File: config.mk
export PLATFORM = sky130hd
export DESIGN_NAME = sysflag_gate
export DESIGN_NICKNAME = d
export VERILOG_FILES = /design/src/rtl/sysflag_gate.sv
export SDC_FILE = /design/constraint.sdc
export NUM_CORES = 1
export LEC_CHECK = 0
export ABC_AREA = 1
export CORE_MARGIN = 10
export CORE_UTILIZATION = 38
export DETAILED_ROUTE_END_ITERATION = 6
export PLACE_DENSITY = 0.82
export SLEW_MARGIN = 20
export SYNTH_ARGS = -nofsm -noshare
export SYNTH_HDL_FRONTEND = slang
export SYNTH_SLANG_ARGS = --single-unit
File: constraint.sdc
create_clock -name clk -period 2.6 [get_ports clk]
set_input_delay 0.39 -clock clk [delete_from_list [all_inputs] [get_ports clk]]
set_output_delay 0.39 -clock clk [all_outputs]
set_load 0.02 [all_outputs]
File: src/rtl/sysflag_gate.sv
module sysflag_gate #(
  parameter int          FW       = 16,
  parameter logic [15:0] RST_WORD = 16'h0002,
  parameter int          IO_LO    = 12,
  parameter int          NT_POS   = 14,
  parameter int          IE_POS   = 9
) (
  input  logic          clk,
  input  logic          rst_n,
  input  logic [1:0]    cpl,
  input  logic          op_valid,
  input  logic [1:0]    op_class,
  input  logic [FW-1:0] wr_data,
  input  logic          ev_task_call,
  input  logic          ev_int_plain,
  input  logic          ev_return,
  output logic [FW-1:0] flags_q,
  output logic          allow,
  output logic          gp_fault,
  output logic [FW-1:0] gp_code,
  output logic          link_sel
);
  localparam logic [1:0] C_ORD = 2'b00, C_PRIV = 2'b01, C_TRUST = 2'b10, C_REST = 2'b11;
  localparam int IO_HI = IO_LO + 1;

  logic [1:0]    iopl;
  logic          ring0, inside_io, permit;
  logic [FW-1:0] rest_word, nxt;

  assign iopl      = flags_q[IO_HI:IO_LO];
  assign ring0     = (cpl == 2'd0);
  assign inside_io = (cpl <= iopl);

  always_comb begin
    case (op_class)
      C_PRIV:  permit = ring0;
      C_TRUST: permit = inside_io;
      default: permit = 1'b1;
    endcase
  end

  assign allow    = op_valid & permit;
  assign gp_fault = op_valid & ~permit;
  assign gp_code  = '0;
  assign link_sel = ev_return & flags_q[NT_POS];

  always_comb begin
    rest_word          = wr_data;
    rest_word[FW-1]    = 1'b0;
    rest_word[1]       = 1'b1;
    if (!ring0)     rest_word[IO_HI:IO_LO] = iopl;
    if (!inside_io) rest_word[IE_POS]      = flags_q[IE_POS];
    nxt = (op_valid && op_class == C_REST) ? rest_word : flags_q;
    if (ev_task_call)      nxt[NT_POS] = 1'b1;
    else if (ev_int_plain) nxt[NT_POS] = 1'b0;
  end

  always_ff @(posedge clk) begin
    if (!rst_n)         flags_q <= RST_WORD[FW-1:0];
    else if (!gp_fault) flags_q <= nxt;
  end
endmodule

==> impl_metrics.ini <==
[global_routing]
use_met3_pct = 4.85
track_usage_pct = 10.2
globalRouteMet1Util_pct = 9.93
grt_remaining_overflow = 0
grt_pass1_vias = 898
grt_pass1_wl_mm = 4.17
grt_busiest_layer = met2
use_met2_pct = 18.9
grt_start_max_net_pins = 18
antenna_found_initial = 0

[pwr]
p_leak_nw = 0.609
powerDensity_mw_per_mm2 = 428
ir_worst_vdd_mv = 0.329

[cts]
cts_tree = built
cts_root_buf = clkbuf_4
cts_buffers = 3
clock_tree.htree_level_count = 1
ctsLongestPathBuffers = 2
clkLatencyLatePin_ps = 290
cts.clk_slew.worst_paths_ps = 80
cts_num_sinks = 14

[layout]
reg_top3 = flags_q: 14 flops
layout.nets = 200
diodes = 0
regMostFlops = flags_q
area_growth_pct = 44.3
largest_reg_flops = 14
drive_gt1_share_pct = 15.5
postLayoutCellArea_mm2 = 0.00134
final_cells = 196
utilization_pct = 58.9

[timing]
min_period_over_period_pct = 91.0
finalMaxSlewViolations = 0
setup_viol = 0
finalCriticalPeriod_ps = 2370
hold_violations = 0
rsz0062_at_grt = false
skew_ps = 12.5
fmax_mhz = 422
setup_slack_ps = 233
hold_slack_ps = 497

[hold_path]
holdPathStages = 2
worstHoldStart = flags_q[6]$_SDFFE_PN0P_
hold_class = reg2reg
hold_path_end = flags_q[6]$_SDFFE_PN0P_

[drt]
drt_iter0_drc = 17
drt_first_pass_iters = 4
postRouteWirelength_mm = 2.58
via_per_inst = 4.36
wire_per_inst_um = 13.1
vias = 854
drtAntennaViolNets = 0
drc = 0

[job]
maxCapViolCount = 0

[setup_path]
critical_path_peak_fanout = 3
cp-start-kind = input pin
slowest_delay_ps = 470
reg2regPathDepth = 11
arrival_ps = 1980
reg2reg_from = flags_q[13]$_SDFFE_PN0P_
setup.worst_path.start = cpl[1]
slowest_stage = clkdlybuf4s50_1
r2r_end = flags_q[11]$_SDFFE_PN0P_
cp_cell_sequence = clkdlybuf4s50_1, ha_1, nand2_1, nand2_1, nand2_2, nand2_2, a21boi_0, dlygate4sd2_1
ff2ff_setup_slack_ps = 770
critPathRequiredTime_ps = 2210
crit_path_end_kind = primary output
critical_path_class = in2out

[yosys]
synthCells = 124
synth_seq_cells = 14
ys.warnings.count = 0
ys_seq_area_share_pct = 30.1
synth_area_per_cell_um2 = 7.50
netlist_area_um2 = 930
yosysUniqueCellTypes = 22

[floorplan]
die_h_um = 69.5
dieArea_mm2 = 0.00482
core_area_mm2 = 0.00228
core.rowCount = 17
start_util_pct = 40.8
ios = 61
die_x_um = 69.5

[run_status]
status = completed

[placed_design]
port_buffers = 40
dpl_cell_area_mm2 = 0.00131
place_hpwl_mm = 2.20
dp_cells = 192
gp_congestion = 0.709
dp_slack_ps = -78.1
==> Yosys cell counts <==
cell | number | area share, %
a21oi_4 | 1 | 1.8
clkbuf_1 | 1 | 0.40
inv_2 | 1 | 0.40
inv_1 | 16 | 6.5
nand3_1 | 3 | 1.6
nor2_1 | 17 | 6.9
nand2_4 | 1 | 1.2
buf_4 | 18 | 15
buf_2 | 1 | 0.54
nand4_1 | 3 | 2.0
a21oi_2 | 10 | 9.4
buf_6 | 1 | 1.2
a21boi_0 | 1 | 0.81
ha_1 | 5 | 6.7
nand2_1 | 13 | 5.2
conb_1 | 2 | 0.81
a21oi_1 | 1 | 0.54
dfxtp_1 | 14 | 30
or2_0 | 1 | 0.67
o21ai_0 | 10 | 5.4
nor2_4 | 1 | 1.2
nand2_2 | 3 | 2.0
==> timing repair <==
| item | 4_1_cts | 5_1_grt |
|---|---|---|
| gates resized for setup | 2 | 0 |
| endpoints found under the setup margin | 2 | 0 |
| buffers inserted | 0 | 0 |
| hold buffers | 0 | 0 |
| hold endpoints to repair | 0 | 0 |
==> power breakdown <==
part	switching [mW]	total, mW	internal [mW]
sequential	0.00610	0.230	0.224
clock	0.0760	0.161	0.0852
combinational	0.102	0.183	0.0810
==> routing by layer <==
layer / routed length, um / vias up
met5: 0 / -
met4: 0 / 0
met3: 233 / 0
met2: 1380 / 32
met1: 965 / 380
li1: - / 442
==> stage by stage <==
stage | power (mW) | setup TNS, ps
global placement | 0.414 | -28.5
CTS | 0.580 | 0
finish | 0.574 | 0
global route | 0.608 | 0
floorplan | 0.360 | 0
detailed placement | 0.420 | -106
==> worst max path at each step <==
stage / end / cells after the start
6_report: allow / 8
5_1_grt: allow / 8
4_1_cts: allow / 8
3_5_place_dp: allow / 8
3_3_place_gp: allow / 8
2_1_floorplan: allow / 7
==> kinds of logic after synthesis <==
logic type | synth area share [%]
AND/OR/NAND/NOR | 20.9
buffers and inverters | 23.6
AO/OA/AOI/OAI | 17.9
flip-flops | 30.1
adder cells (fa/ha/maj) | 6.73
other | 0.808
==> area by class of cell <==
| cell class | instances | area, um2 |
|---|---|---|
| clock buffers | 4 | 36.3 |
| fillers | 223 | 935 |
| inverters | 17 | 63.8 |
| multi-input cells | 88 | 490 |
| flip-flops and latches | 14 | 280 |
| well taps | 28 | 35.0 |
| repair buffers | 45 | 435 |
==> cells in the final DEF, fill, tap and decap left out <==
master / instances
inv_1: 16
nand4_1: 3
a21oi_1: 1
nand2_2: 3
dfxtp_1: 14
a21oi_2: 10
nand2_4: 1
nor2_1: 17
a21oi_4: 1
conb_1: 18
nand3_1: 3
clkdlybuf4s50_1: 38
buf_4: 5
clkbuf_8: 1
a21boi_0: 1
or2_0: 1
o21ai_0: 10
clkbuf_4: 3
nand2_1: 13
inv_2: 1
ha_1: 5
nor2_4: 1
dlygate4sd2_1: 2
==> worst max-delay path: cells and delay by family <==
kind,cells,cell delay [ps]
buf+inv,2,820
fa+ha+maj,1,340
simple gates,4,280
compound gates,1,140
(Power assumes the default switching activity.)
